### src/rtl/eeprom_xact_ctrl.sv
module eeprom_xact_ctrl #(
  parameter int DIV_W = 12,
  parameter int LEN_W = 8,
  parameter int PAGE_MAX = 8,
  parameter logic [3:0] DEV_CODE = 4'b1010
) (
  input  logic             clk,
  input  logic             rst_n,
  input  logic             cmd_valid,
  output logic             cmd_ready,
  input  logic [2:0]       cmd_op,
  input  logic [2:0]       cmd_dev,
  input  logic [7:0]       cmd_addr,
  input  logic [LEN_W-1:0] cmd_len,
  input  logic [DIV_W-1:0] div,
  input  logic             wr_valid,
  input  logic [7:0]       wr_data,
  output logic             wr_ready,
  output logic             rd_valid,
  output logic [7:0]       rd_data,
  output logic             done,
  output logic             err,
  output logic             scl_o,
  output logic             sda_oe,
  input  logic             sda_i
);

  localparam int PW = DIV_W + 1;
  localparam logic [2:0] OP_BW = 3'd0, OP_PW = 3'd1, OP_CR = 3'd2, OP_RR = 3'd3, OP_SR = 3'd4;

  typedef enum logic [3:0] {
    S_IDLE, S_START, S_DEVW, S_WADDR, S_GETD, S_DATA, S_RSTART, S_DEVR, S_READ, S_STOP
  } st_t;

  st_t             st;
  logic [2:0]      op_q, dev_q;
  logic [7:0]      addr_q, sh;
  logic [LEN_W-1:0] rem;
  logic [1:0]      ph;
  logic [PW-1:0]   pcnt;
  logic [3:0]      bitn;
  logic            sda_nx;

  wire [PW-1:0] plim   = {1'b0, div} + PW'(1);
  wire is_cond = (st == S_START) || (st == S_RSTART) || (st == S_STOP);
  wire is_tx   = (st == S_DEVW) || (st == S_WADDR) || (st == S_DATA) || (st == S_DEVR);
  wire is_rx   = (st == S_READ);
  wire running = is_cond || is_tx || is_rx;
  wire tick    = running && (pcnt == plim);
  wire last_ph = is_cond ? (ph == 2'd2) : (ph == 2'd1);
  wire sample  = tick && (is_tx || is_rx) && (ph == 2'd1);
  wire end_unit = tick && (is_cond ? (ph == 2'd2) : (ph == 2'd1 && bitn == 4'd8));
  wire is_read = (op_q == OP_CR) || (op_q == OP_RR) || (op_q == OP_SR);
  wire reject  = (cmd_op > OP_SR)
              || (cmd_op == OP_PW && (cmd_len == '0 || cmd_len > LEN_W'(PAGE_MAX)))
              || (cmd_op == OP_SR && cmd_len == '0);
  wire last_rd = (rem == LEN_W'(1));

  assign cmd_ready = (st == S_IDLE);
  assign wr_ready  = (st == S_GETD);
  assign scl_o     = (ph != 2'd0);

  always_comb begin
    sda_nx = 1'b0;
    case (st)
      S_START, S_RSTART: sda_nx = (ph == 2'd2);
      S_STOP:            sda_nx = (ph != 2'd2);
      S_DEVW, S_WADDR, S_DATA, S_DEVR: sda_nx = (bitn == 4'd8) ? 1'b0 : ~sh[7];
      S_READ:            sda_nx = (bitn == 4'd8) && !last_rd;
      default:           sda_nx = 1'b0;
    endcase
  end

  always_ff @(posedge clk or negedge rst_n) begin
    if (!rst_n) begin
      st <= S_IDLE; op_q <= OP_BW; dev_q <= '0; addr_q <= '0; sh <= '0; rem <= '0;
      ph <= 2'd2; pcnt <= '0; bitn <= '0; sda_oe <= 1'b0;
      done <= 1'b0; err <= 1'b0; rd_valid <= 1'b0; rd_data <= '0;
    end else begin
      sda_oe   <= sda_nx;
      done     <= 1'b0;
      rd_valid <= 1'b0;
      if (tick) begin
        pcnt <= '0;
        ph   <= last_ph ? 2'd0 : ph + 2'd1;
      end else if (running) begin
        pcnt <= pcnt + PW'(1);
      end
      if (sample) begin
        bitn <= (bitn == 4'd8) ? 4'd0 : bitn + 4'd1;
        if (bitn < 4'd8) sh <= {sh[6:0], sda_i};
      end
      case (st)
        S_IDLE: if (cmd_valid) begin
          err <= reject;
          if (reject) done <= 1'b1;
          else begin
            op_q <= cmd_op; dev_q <= cmd_dev; addr_q <= cmd_addr;
            rem  <= (cmd_op == OP_PW || cmd_op == OP_SR) ? cmd_len : LEN_W'(1);
            st <= S_START; ph <= 2'd0; pcnt <= '0; bitn <= '0;
          end
        end
        S_START: if (end_unit) begin
          if (op_q == OP_CR) begin st <= S_DEVR; sh <= {DEV_CODE, dev_q, 1'b1}; end
          else               begin st <= S_DEVW; sh <= {DEV_CODE, dev_q, 1'b0}; end
        end
        S_DEVW: if (end_unit) begin
          if (sda_i) begin err <= 1'b1; st <= S_STOP; end
          else begin st <= S_WADDR; sh <= addr_q; end
        end
        S_WADDR: if (end_unit) begin
          if (sda_i) begin err <= 1'b1; st <= S_STOP; end
          else if (is_read) st <= S_RSTART;
          else begin st <= S_GETD; ph <= 2'd1; end
        end
        S_GETD: if (wr_valid) begin
          sh <= wr_data; st <= S_DATA; ph <= 2'd0; pcnt <= '0;
        end
        S_DATA: if (end_unit) begin
          if (sda_i) begin err <= 1'b1; st <= S_STOP; end
          else begin
            rem <= rem - LEN_W'(1);
            if (last_rd) st <= S_STOP;
            else begin st <= S_GETD; ph <= 2'd1; end
          end
        end
        S_RSTART: if (end_unit) begin
          st <= S_DEVR; sh <= {DEV_CODE, dev_q, 1'b1};
        end
        S_DEVR: if (end_unit) begin
          if (sda_i) begin err <= 1'b1; st <= S_STOP; end
          else st <= S_READ;
        end
        S_READ: begin
          if (sample && bitn == 4'd7) begin
            rd_data  <= {sh[6:0], sda_i};
            rd_valid <= 1'b1;
          end
          if (end_unit) begin
            rem <= rem - LEN_W'(1);
            st  <= last_rd ? S_STOP : S_READ;
          end
        end
        S_STOP: if (end_unit) begin
          st <= S_IDLE; ph <= 2'd2; done <= 1'b1;
        end
        default: st <= S_IDLE;
      endcase
    end
  end

  logic [LEN_W:0] wcount;
  always_ff @(posedge clk or negedge rst_n) begin
    if (!rst_n) wcount <= '0;
    else if (cmd_valid && cmd_ready) wcount <= '0;
    else if (wr_valid && wr_ready) wcount <= wcount + (LEN_W+1)'(1);
  end

  assert_idle_bus_R1: assert property (@(posedge clk) disable iff (!rst_n)
    (st == S_IDLE) |-> (scl_o && !sda_oe));

  assert_sda_hold_R2: assert property (@(posedge clk) disable iff (!rst_n)
    ((is_tx || is_rx) && scl_o && $past(scl_o) && ($past(st) == st)) |-> $stable(sda_oe));

  assert_page_limit_R5: assert property (@(posedge clk) disable iff (!rst_n)
    wcount <= (LEN_W+1)'(PAGE_MAX));

  assert_refuse_R6: assert property (@(posedge clk) disable iff (!rst_n)
    (cmd_valid && cmd_ready && reject) |=> (done && err && cmd_ready && scl_o));

  assert_strobe_R10: assert property (@(posedge clk) disable iff (!rst_n)
    rd_valid |-> ($past(st) == S_READ));

  assert_nack_abort_R11: assert property (@(posedge clk) disable iff (!rst_n)
    (is_tx && end_unit && sda_i) |=> ((st == S_STOP) && err));

  assert_read_ack_R12: assert property (@(posedge clk) disable iff (!rst_n)
    (is_rx && bitn == 4'd8 && scl_o) |-> (sda_oe == !last_rd));

  assert_done_pulse_R13: assert property (@(posedge clk) disable iff (!rst_n)
    done |=> !done);

endmodule

### config.mk
export PLATFORM = sky130hd
export DESIGN_NAME = eeprom_xact_ctrl
export DESIGN_NICKNAME = d
export VERILOG_FILES = /design/src/rtl/eeprom_xact_ctrl.sv
export SDC_FILE = /design/constraint.sdc
export NUM_CORES = 1
export LEC_CHECK = 0
export BUFFER_PORTS_ARGS = -buffer_cell sky130_fd_sc_hd__buf_2
export CAP_MARGIN = 20
export CORE_ASPECT_RATIO = 0.9
export CORE_MARGIN = 2
export CORE_UTILIZATION = 45
export DETAILED_ROUTE_END_ITERATION = 10
export PLACE_DENSITY = 0.73
export SYNTH_ARGS = -nofsm -noshare
export SYNTH_HDL_FRONTEND = slang
export SYNTH_SLANG_ARGS = --single-unit
### constraint.sdc
create_clock -name clk -period 6.92 [get_ports clk]
set_clock_uncertainty 0.2 [all_clocks]
set_input_delay 0.692 -clock clk [delete_from_list [all_inputs] [get_ports clk]]
set_output_delay 0.692 -clock clk [all_outputs]
set_load 0.005 [all_outputs]
**Word-level counts from Yosys, hierarchy flattened**

Cells that the tools add are included.

- Bits in registers: 65
- Latch bits: 0
- RAM bits: 0
- ROM bits: 0
- Output and inout port bits: 15
- Memories: 0

- $add $sub $neg: 5
- Multipliers: 0
- Div/mod/pow operators: 0
- Order comparisons: 3
- Eq/ne operators: 35
- Shifts and indexed selects: 0
- Mux-type cells: 74
- Bitwise operators: 2
- Reductions and logical operators: 36

Operators with widths:

| cell | number |
|---|---|
| two-way mux 8 bit | 13 |
| two-way mux 4 bit | 20 |
| two-way mux 13 bit | 5 |
| one-hot mux 4 bit (10 select lines) | 1 |
| one-hot mux 8 bit (4 select lines) | 1 |
| two-way mux 2 bit | 13 |
| one-hot mux 13 bit (2 select lines) | 1 |
| inequality test 2 bit, second input constant | 12 |
| one-hot mux 8 bit (3 select lines) | 1 |
| equality test 4 x 3 -> 1 bit, second input constant | 5 |
| logical OR 1 bit | 14 |
| two-way mux 1 bit | 14 |
| adder 12 x 1 -> 13 bit, second input constant | 1 |
| adder 13 x 1 -> 13 bit, second input constant | 1 |
| equality test 13 bit | 1 |
| equality test 4 bit, second input constant | 3 |
| AND reduction 11 bit | 1 |
| one-hot mux 2 bit (5 select lines) | 1 |
| logical AND 1 bit | 9 |
| equality test 4 x 2 -> 1 bit, second input constant | 2 |
| equality test 8 x 1 -> 1 bit, second input constant | 1 |
| > comparator 8 x 4 -> 1 bit, second input constant | 1 |
| logical NOT 8 bit | 1 |
| subtractor 8 x 1 -> 8 bit, second input constant | 1 |
| other kinds (25) | 32 |

**Logic depth before layout (Yosys ltp)**

Gate-level depths: netlist of the first run.

- Depth in word-level cells: 13
- Gate-level depth with buffers: 9
- Gate-level depth less buffers: 8

**Least setup slack after synthesis of the first run**

OpenSTA, ideal clock, no wires.

- Kind: in2reg
- From: in div[0]
- To: reg ph[0]
- Arrival: 2.994 ns
- Data required time: 6.634 ns
- Setup slack: 3.640 ns
- Stages: 8
- Path buffers: 0
- Cells stage by stage: ha_1 -> nand2_1 -> or3_4 -> a2111oi_4 -> o2111ai_2 -> or3_1 -> or4_1 -> a32oi_1

- Longest elaborated chain between the ends: 8
- Elaborated cells on any way between the ends: 16
- Those cells by class: add/sub: 1; eq/ne: 1; mux: 12; reduce/logical: 2

Ends and longest elaborated chain:

| item | RTL line | text |
|---|---|---|
| start: declaration | 15 | `input logic [DIV_W-1:0] div,` |
| adder 12 x 1 -> 13 bit (*) | 44 | `wire [PW-1:0] plim = {1'b0, div} + PW'(1);` |
| equality test 13 bit (*) | 49 | `wire tick = running && (pcnt == plim);` |
| logical AND 1 bit (*) | 49 |  |
| two-way mux 2 bit | 83 | `if (tick) begin` |
| two-way mux 2 bit, on equally long branches | 123, 113 |  |
| two-way mux 2 bit, on equally long branches | 120, 112 |  |
| two-way mux 2 bit, on equally long branches | 119, 111 |  |
| one-hot mux 2 bit (5 select lines) (*) | 93 | `case (st)` |
| end signal: assignment | 85 | `ph <= last_ph ? 2'd0 : ph + 2'd1;` |
| end: declaration | 39 | `logic [1:0] ph;` |

Mark *: on every way between the ends. The rest lies on a longest branch, timed or not.
A chain may end at the register's enable or synchronous reset.

**Final worst setup path of the first run**

- From: reg st[1]
- To: reg rem[0]

- Longest elaborated chain between the ends: 10
- Elaborated cells on any way between the ends: 27
- Those cells by class: eq/ne: 13; mux: 2; reduce/logical: 12

Ends and longest elaborated chain:

| item | RTL line | text |
|---|---|---|
| start: declaration | 35 | `st_t st;` |
| start signal: assignment | 141 | `st <= last_rd ? S_STOP : S_READ;` |
| equality test 4 x 2 -> 1 bit | 46 | `wire is_tx = (st == S_DEVW) \|\| (st == S_WADDR) \|\| (st == S_DATA) \|\| (st == S_DEVR);` |
| logical OR 1 bit (3 in a row) | 46 |  |
| logical OR 1 bit (2 in a row) | 48 | `wire running = is_cond \|\| is_tx \|\| is_rx;` |
| logical AND 1 bit | 49 |  |
| logical AND 1 bit | 52 | `wire end_unit = tick && (is_cond ? (ph == 2'd2) : (ph == 2'd1 && bitn == 4'd8));` |
| inequality test 2 bit (no source line) / inequality test 2 x 1 -> 1 bit (equally long branches) | - |  |
| AND reduction 6 bit (no source line) | - |  |
| end signal: assignment | 99 | `rem <= (cmd_op == OP_PW \|\| cmd_op == OP_SR) ? cmd_len : LEN_W'(1);` |
| end signal: assignment | 122 | `rem <= rem - LEN_W'(1);` |
| end signal: assignment | 140 | `rem <= rem - LEN_W'(1);` |
| end: declaration | 38 | `logic [LEN_W-1:0] rem;` |

Parallel ways exist; a longest one is shown, timed or not.

==> results of run 1 <==
==> kinds of logic (layout without fill, tap and decap cells) <==
kind of cell / Yosys count / count (layout) / share of synthesized area [%]
fa+ha+maj: 9 / 9 / 2.672
flops: 65 / 65 / 38.63
mux: 28 / 28 / 6.977
xor+xnor: 24 / 24 / 4.988
simple gates: 214 / 214 / 25.95
buf+inv: 35 / 96 / 3.296
compound gates: 105 / 105 / 17.49
==> placed cells by master, fill, tap and decap left out, types with 14 or more instances in the layout <==
master	count
a21oi_1	18
mux2i_1	17
nand2_1	76
buf_2	61
xnor2_1	14
nor3_1	15
dfrtp_1	64
inv_1	17
o21ai_0	19
nor2_1	45
==> area by class of cell <==
| cell class | count | area share (%) |
|---|---|---|
| multi-input combinational | 380 | 50.67 |
| sequential | 65 | 33.70 |
| timing repair buffer | 63 | 6.632 |
| tap | 122 | 3.161 |
| clock buffer | 9 | 2.565 |
| clock inverter | 7 | 1.943 |
| inverter | 17 | 1.321 |
==> worst paths after layout <==
kind	from	end	slack, ns
min in group asynchronous	rst_n	pcnt[3]$_DFF_PN0_	0.31
max in group asynchronous	rst_n	rem[3]$_DFFE_PN0P_	5.65
max	st[1]$_DFFE_PN0P_	rem[0]$_DFFE_PN0P_	3.41
min	addr_q[3]$_DFFE_PN0P_	addr_q[3]$_DFFE_PN0P_	0.28
min reg2reg	addr_q[3]$_DFFE_PN0P_	addr_q[3]$_DFFE_PN0P_	0.28
max reg2reg	st[1]$_DFFE_PN0P_	rem[0]$_DFFE_PN0P_	3.41
==> through the flow <==
stage | hold WS [ns] | area, um2 | worst slack, ns
CTS | 0.2814 | 4830 | 3.471
finish | 0.2809 | 4830 | 3.412
detailed placement | 0.2643 | 4612 | 3.189
global route | 0.3104 | 4830 | 3.207
floorplan | 0.1964 | 4214 | 3.640
global placement | 0.2593 | 4612 | 3.271
==> registers in the layout (all words and copies together), names as in the netlist, 2 cells and up <==
name,flops
pcnt,13
addr_q,8
rd_data,8
rem,8
sh,8
bitn,4
st,4
dev_q,3
op_q,3
ph,2
==> power groups by stage <==
stage / Clock, uW / Sequential [uW] / Combinational, uW
2_1_floorplan: 0 / 557 / 454
3_3_place_gp: 0 / 619 / 540
3_5_place_dp: 0 / 623 / 557
4_1_cts: 366 / 616 / 561
5_1_grt: 377 / 639 / 635
6_report: 359 / 622 / 566
==> critical path, cell delays in order (launching register included) <==
cell and delay, ns:
dfrtp_1 0.67, or3b_1 0.54, o21a_1 0.17, a2111oi_4 0.32, nand3_1 0.39, nor4_4 0.61, nor2_2 0.19, mux2_2 0.31
==> per-layer routing <==
| layer | global-route usage, % | wire length (um) | vias to the layer above |
|---|---|---|---|
| met5 | 0 | 0 | - |
| met4 | 7.018 | 144 | 0 |
| met3 | 4.130 | 674 | 17 |
| met2 | 33.66 | 4883 | 155 |
| met1 | 32.15 | 5125 | 1823 |
| li1 | - | - | 1855 |
==> impl_metrics.prom, run 1 <==
# TYPE chip_impl_metric gauge
chip_impl_info{name="status",value="completed"} 1
chip_impl_info{name="crit_path_end_kind",value="flip-flop"} 1
chip_impl_metric{name="postSynthAreaPerCell",unit="um2"} 8.779
chip_impl_metric{name="total_power_draw",unit="uW"} 1547
chip_impl_metric{name="drt-vias-per-instance",unit=""} 5.807
chip_impl_info{name="rsz_0062_raised_after_global_routing",value="no"} 1
chip_impl_metric{name="post-cts-setup-buffer-count",unit=""} 0
chip_impl_metric{name="insertion_delay",unit="ns"} 0.35
chip_impl_info{name="synth_area_leaders",value="dfrtp_1 (38%), nand2_1 (6.8%), mux2i_1 (4.0%), nor2_1 (4.0%), mux2_2 (2.9%)"} 1
chip_impl_metric{name="drt_pass1_iterations",unit=""} 5
chip_impl_metric{name="post-place-cells",unit=""} 647
chip_impl_info{name="yosys_most_used_dff",value="dfrtp_1"} 1
chip_impl_metric{name="power_report.internal_total",unit="uW"} 923.1
chip_impl_metric{name="syn_inst",unit=""} 480
chip_impl_metric{name="vdd_drop_max",unit="mV"} 0.1908
chip_impl_metric{name="power_frac_clock",unit="%"} 23.2
chip_impl_metric{name="slew_viol_final",unit=""} 0
chip_impl_metric{name="clock_input_transition_at_the_sequential_cells_of_the_worst_setup_and_hold_paths",unit="ns"} 0.08
chip_impl_metric{name="sw_frac_of_total",unit="%"} 40.33
chip_impl_metric{name="min_cycle_time_layout",unit="ns"} 3.508
chip_impl_metric{name="leakagePower",unit="uW"} 0.002173
chip_impl_metric{name="worstMarginPinSlew",unit="ns"} 0.9696
chip_impl_metric{name="ctsHtreeMaxLevel",unit=""} 3
chip_impl_metric{name="final_cell_count_no_fill",unit=""} 663
chip_impl_metric{name="initial_core_util",unit="%"} 46.18
chip_impl_metric{name="postRouteWirelength",unit="um"} 10830
chip_impl_metric{name="port_buffers",unit=""} 61
chip_impl_info{name="worst_min_path_class",value="flip-flop to flip-flop"} 1
chip_impl_metric{name="fp.dieW",unit="um"} 106.0
chip_impl_metric{name="pwr_density_cell",unit="nW/um2"} 320.4
chip_impl_info{name="start_kind",value="flip-flop"} 1
chip_impl_info{name="cts_tree",value="yes"} 1
chip_impl_metric{name="fp.dieArea",unit="um2"} 10160
chip_impl_metric{name="worst-endpoint-required",unit="ns"} 6.96
chip_impl_metric{name="layout.filler_cells",unit=""} 825
chip_impl_metric{name="floorplan.io_pins",unit=""} 62
chip_impl_metric{name="maxSlewHeadroom",unit="%"} 34.45
chip_impl_metric{name="dieHeight",unit="um"} 95.81
chip_impl_metric{name="fp-row-count",unit=""} 33
chip_impl_metric{name="grt_pass1_vias",unit=""} 3565
chip_impl_metric{name="grt_first_pass_wirelength",unit="um"} 17710
chip_impl_metric{name="antenna_cells_inserted",unit=""} 0
chip_impl_metric{name="final_min_period_over_clock_period",unit="%"} 50.70
chip_impl_metric{name="antenna_found_initial",unit=""} 0
chip_impl_metric{name="globalRoute.totalOverflow",unit=""} 0
chip_impl_info{name="yosys-top-cells-count",value="nand2_1 (76), dfrtp_1 (64), nor2_1 (45)"} 1
chip_impl_metric{name="crit_fanout",unit=""} 26
chip_impl_metric{name="areaGrowthSynthToFinish",unit="%"} 14.61
chip_impl_metric{name="setup_viol",unit=""} 0
chip_impl_metric{name="multiInputGateArea",unit="um2"} 2447
chip_impl_metric{name="ys_warn_count",unit=""} 0
chip_impl_metric{name="cts_buffers",unit=""} 9
chip_impl_metric{name="hpwl",unit="um"} 7960
chip_impl_metric{name="ys_types",unit=""} 66
chip_impl_metric{name="seqPwrFrac",unit="%"} 40.2
chip_impl_metric{name="syn-num-nets",unit=""} 536
chip_impl_metric{name="final_hold_viol_count",unit=""} 0
chip_impl_metric{name="mappedNetlistArea",unit="um2"} 4214
chip_impl_metric{name="share_of_power_burned_in_combinational_logic",unit="%"} 36.6
chip_impl_info{name="cts.root.buffer_cell",value="clkbuf_8"} 1
chip_impl_metric{name="number_of_design_rule_violations_left_after_detail_routing",unit=""} 0
chip_impl_info{name="synth_most_common_cell",value="nand2_1"} 1
chip_impl_metric{name="whs_path_depth",unit=""} 2
chip_impl_metric{name="cp.arrival",unit="ns"} 3.55
chip_impl_metric{name="max-clock-path-buffers",unit=""} 2
chip_impl_metric{name="fin_util",unit="%"} 52.93
chip_impl_metric{name="fmax",unit="GHz"} 0.2850
chip_impl_metric{name="synth_enable_flop_cells",unit=""} 0
chip_impl_metric{name="num-nets-final",unit=""} 592
chip_impl_metric{name="grt_util_overall",unit="%"} 22.16
chip_impl_metric{name="power_switching",unit="uW"} 624.0
chip_impl_metric{name="grt_start_max_net_pins",unit=""} 66
chip_impl_metric{name="synth.top_cell.area_share",unit="%"} 38.00
chip_impl_info{name="worstSetupPathType",value="flip-flop to flip-flop"} 1
chip_impl_metric{name="fin_tns_setup",unit="ns"} 0
chip_impl_metric{name="postSynth.asyncResetShare",unit="%"} 100.0
chip_impl_metric{name="num_vias",unit=""} 3850
chip_impl_metric{name="routedWlPerCell",unit="um"} 16.33
chip_impl_metric{name="cts.repair.resized",unit=""} 0
chip_impl_metric{name="place_congestion",unit=""} 0.9918
chip_impl_metric{name="first_iter_violations",unit=""} 377
chip_impl_metric{name="synth-seq-area-share",unit="%"} 38.63
chip_impl_metric{name="count_of_max_cap_constraint_violations",unit=""} 0
chip_impl_metric{name="clock_sinks",unit=""} 65
chip_impl_metric{name="final_layout_size_suffix_gt1_share",unit="%"} 20.70
chip_impl_metric{name="worst_case_reg_to_reg_path_depth",unit=""} 7
chip_impl_metric{name="route.antenna.remaining_nets",unit=""} 0
chip_impl_info{name="synth_largest_area_cell",value="dfrtp_1"} 1
chip_impl_metric{name="synth-seq-cells",unit=""} 65
chip_impl_metric{name="holdBufCountCts",unit=""} 0
chip_impl_metric{name="sequential_cell_area",unit="um2"} 1628
chip_impl_metric{name="fp.coreArea",unit="um2"} 9125
Power figures use the tool's default switching activity.
==> run 2: changes to the inputs <==
==> constraint.sdc (replaced) <==
create_clock -name clk -period 3.6 [get_ports clk]
set_clock_uncertainty 0.2 [all_clocks]
set_input_delay 0.36 -clock clk [delete_from_list [all_inputs] [get_ports clk]]
set_output_delay 0.36 -clock clk [all_outputs]
set_load 0.005 [all_outputs]
==> impl_metrics.prom, run 2 (same netlist as run 1, synthesis figures left out) <==
# TYPE chip_impl_metric gauge
chip_impl_metric{name="num-nets-final",unit=""} 606
chip_impl_metric{name="min_cycle_time_layout",unit="ns"} 3.159
chip_impl_metric{name="antenna_found_initial",unit=""} 0
chip_impl_metric{name="number_of_flip_flops_in_the_largest_register",unit=""} 13
chip_impl_metric{name="count_of_max_cap_constraint_violations",unit=""} 0
chip_impl_metric{name="cp.arrival",unit="ns"} 3.20
chip_impl_metric{name="share_of_power_burned_in_combinational_logic",unit="%"} 40.4
chip_impl_metric{name="power_frac_clock",unit="%"} 23.3
chip_impl_info{name="mostFrequentLayoutCell",value="nand2_1"} 1
chip_impl_info{name="layout_common_cells",value="nand2_1 (76), dfrtp_1 (64), buf_2 (61), nor2_1 (45), o21ai_0 (19)"} 1
chip_impl_metric{name="ctsHtreeMaxLevel",unit=""} 3
chip_impl_metric{name="routedWlPerCell",unit="um"} 16.06
chip_impl_info{name="hold_path_startpoint",value="cmd_addr[5]"} 1
chip_impl_metric{name="final_design_area_no_fill",unit="um2"} 4960
chip_impl_metric{name="final_layout_size_suffix_gt1_share",unit="%"} 21.62
chip_impl_metric{name="grt_start_max_net_pins",unit=""} 41
chip_impl_metric{name="final_min_period_over_clock_period",unit="%"} 87.76
chip_impl_metric{name="areaGrowthSynthToFinish",unit="%"} 17.70
chip_impl_info{name="worst_path_max_delay_cell",value="nor4_4"} 1
chip_impl_metric{name="worst_case_reg_to_reg_path_depth",unit=""} 7
chip_impl_metric{name="final_cell_count_no_fill",unit=""} 677
chip_impl_metric{name="crit_fanout",unit=""} 8
chip_impl_metric{name="postRouteWirelength",unit="um"} 10870
chip_impl_metric{name="drt_pass1_iterations",unit=""} 5
chip_impl_info{name="timing.critical_path.cells",value="xnor2_1 > or4_1 > a22oi_2 > nand3_1 > nor4_4 > nor2_2 > mux2_2"} 1
chip_impl_info{name="rsz_0062_raised_after_global_routing",value="no"} 1
chip_impl_metric{name="regToRegSetupSlack",unit="ns"} 0.44
chip_impl_info{name="crit_path_end_kind",value="flip-flop"} 1
chip_impl_metric{name="num_vias",unit=""} 3908
chip_impl_metric{name="max-clock-path-buffers",unit=""} 2
chip_impl_metric{name="first_iter_violations",unit=""} 383
chip_impl_metric{name="wl_met1",unit="um"} 4987
chip_impl_metric{name="cp.buffers_inverters",unit=""} 0
chip_impl_metric{name="power_switching",unit="uW"} 1204
chip_impl_metric{name="grt_util_overall",unit="%"} 21.95
chip_impl_info{name="worstSetupPathType",value="flip-flop to flip-flop"} 1
chip_impl_metric{name="seqPwrFrac",unit="%"} 36.2
chip_impl_info{name="status",value="completed"} 1
chip_impl_metric{name="post-place-cells",unit=""} 655
chip_impl_metric{name="worstMarginPinSlew",unit="ns"} 0.8114
chip_impl_metric{name="fin_tns_setup",unit="ns"} 0
chip_impl_info{name="timing.rr.start",value="pcnt[11]$_DFF_PN0_"} 1
chip_impl_info{name="worst_min_path_class",value="input port to flip-flop"} 1
chip_impl_info{name="critPathTopFamily",value="simple AND/OR/NAND/NOR gates"} 1
chip_impl_info{name="regToRegEndpoint",value="rem[0]$_DFFE_PN0P_"} 1
chip_impl_metric{name="drt-vias-per-instance",unit=""} 5.773
chip_impl_info{name="min_to",value="addr_q[5]$_DFFE_PN0P_"} 1
chip_impl_metric{name="power_report.internal_total",unit="uW"} 1857
chip_impl_info{name="cts_tree",value="yes"} 1
chip_impl_metric{name="grt_pass1_vias",unit=""} 3646
chip_impl_metric{name="worst-endpoint-required",unit="ns"} 3.64
chip_impl_metric{name="clock_input_transition_at_the_sequential_cells_of_the_worst_setup_and_hold_paths",unit="ns"} 0.07
chip_impl_info{name="dr.max_layer_used",value="met4"} 1
chip_impl_metric{name="slew_viol_final",unit=""} 0
chip_impl_metric{name="number_of_design_rule_violations_left_after_detail_routing",unit=""} 0
chip_impl_metric{name="vdd_drop_max",unit="mV"} 0.3235
chip_impl_metric{name="setup_viol",unit=""} 0
chip_impl_metric{name="dpl_cell_area",unit="um2"} 4672
chip_impl_metric{name="met2RoutedLength",unit="um"} 4958
chip_impl_metric{name="fmax",unit="GHz"} 0.3165
chip_impl_metric{name="total_power_draw",unit="uW"} 3061
chip_impl_metric{name="length_of_routed_met3_wiring",unit="um"} 797
chip_impl_metric{name="dieHeight",unit="um"} 95.81
chip_impl_metric{name="fp.dieArea",unit="um2"} 10160
chip_impl_info{name="registers.top_by_ff_count",value="pcnt"} 1
chip_impl_metric{name="port_buffers",unit=""} 61
chip_impl_metric{name="grt_first_pass_wirelength",unit="um"} 17660
chip_impl_metric{name="cts_buffers",unit=""} 9
chip_impl_metric{name="initial_core_util",unit="%"} 46.18
chip_impl_metric{name="whs_path_depth",unit=""} 3
chip_impl_metric{name="route.antenna.remaining_nets",unit=""} 0
chip_impl_metric{name="floorplan.io_pins",unit=""} 62
chip_impl_metric{name="maxSlewHeadroom",unit="%"} 45.49
chip_impl_metric{name="globalRoute.totalOverflow",unit=""} 0
chip_impl_metric{name="fin_util",unit="%"} 54.35
chip_impl_metric{name="cts.repair.resized",unit=""} 0
chip_impl_metric{name="clock_sinks",unit=""} 65
chip_impl_metric{name="fp.dieW",unit="um"} 106.0
chip_impl_info{name="start_kind",value="flip-flop"} 1
chip_impl_metric{name="place_congestion",unit=""} 1.003
chip_impl_metric{name="insertion_delay",unit="ns"} 0.35
chip_impl_metric{name="antenna_cells_inserted",unit=""} 0
chip_impl_metric{name="fp-row-count",unit=""} 33
chip_impl_metric{name="sw_frac_of_total",unit="%"} 39.33
chip_impl_info{name="cts.root.buffer_cell",value="clkbuf_8"} 1
chip_impl_metric{name="hpwl",unit="um"} 7966
chip_impl_metric{name="leakagePower",unit="uW"} 0.002246
chip_impl_metric{name="fp.coreArea",unit="um2"} 9125
chip_impl_metric{name="final_hold_viol_count",unit=""} 0
chip_impl_metric{name="maximum_cell_stage_delay_along_the_critical_path",unit="ns"} 0.61
chip_impl_metric{name="pwr_density_cell",unit="nW/um2"} 617.3
==> run 2: changes by cell type in the layout (fill, tap and decap cells not counted), sizes merged <==
cell,change
dlygate4sd3,+6
clkbuf,+1
buf,+8
clkinvlp,-1
==> run 2: worst max-delay path by stage <==
stage,from,to,slack (ns),cells past startpoint
global route,pcnt[11]$_DFF_PN0_,rd_data[2]$_DFFE_PN0P_,0.25,7
detailed placement,div[0],rd_data[0]$_DFFE_PN0P_,0.16,9
finish,pcnt[11]$_DFF_PN0_,rem[0]$_DFFE_PN0P_,0.44,7
global placement,div[0],rd_data[5]$_DFFE_PN0P_,0.26,9
floorplan,div[0],ph[0]$_DFF_PN0_,0.65,8
CTS,pcnt[11]$_DFF_PN0_,rd_data[0]$_DFFE_PN0P_,0.44,7
==> run 2: stage by stage <==
stage	worst slack [ns]	hold WS, ns
after floorplan	0.6524	-0.1356
after global placement	0.2561	0.1869
after detailed placement	0.1642	0.1871
after CTS	0.4420	0.003251
after global routing	0.2486	0.001569
final	0.4408	0.006244
==> run 2: final cells by class <==
class	instances	area (um2)
fill	831	4165
multi-input combinational	380	2447
sequential	65	1628
timing repair buffer	77	440.4
tap	122	152.6
clock buffer	10	137.6
clock inverter	6	90.09
inverter	17	63.81
==> run 2: timing repair <==
item	CTS	global route
endpoints found under the hold margin	30	0
buffers inserted	0	0
hold buffers	6	0
==> run 2: power by group through the flow <==
| stage | clock, uW | combinational, uW | sequential (uW) |
|---|---|---|---|
| 4_1_cts | 724 | 1220 | 1110 |
| 3_5_place_dp | 0 | 1210 | 1120 |
| 5_1_grt | 759 | 1370 | 1140 |
| 3_3_place_gp | 0 | 1180 | 1110 |
| 2_1_floorplan | 0 | 872 | 1070 |
| 6_report | 715 | 1240 | 1110 |
==> run 2: metal layers <==
layer	track usage, %	vias to the layer above
met5	0	-
met4	7.346	0
met2	33.92	162
li1	-	1882
met3	4.604	13
met1	30.91	1851
==> run 2: worst min-delay path, cell delays in order <==
cell and delay (ns):
buf_2 0.08, nand2_1 0.04, nand2_1 0.05
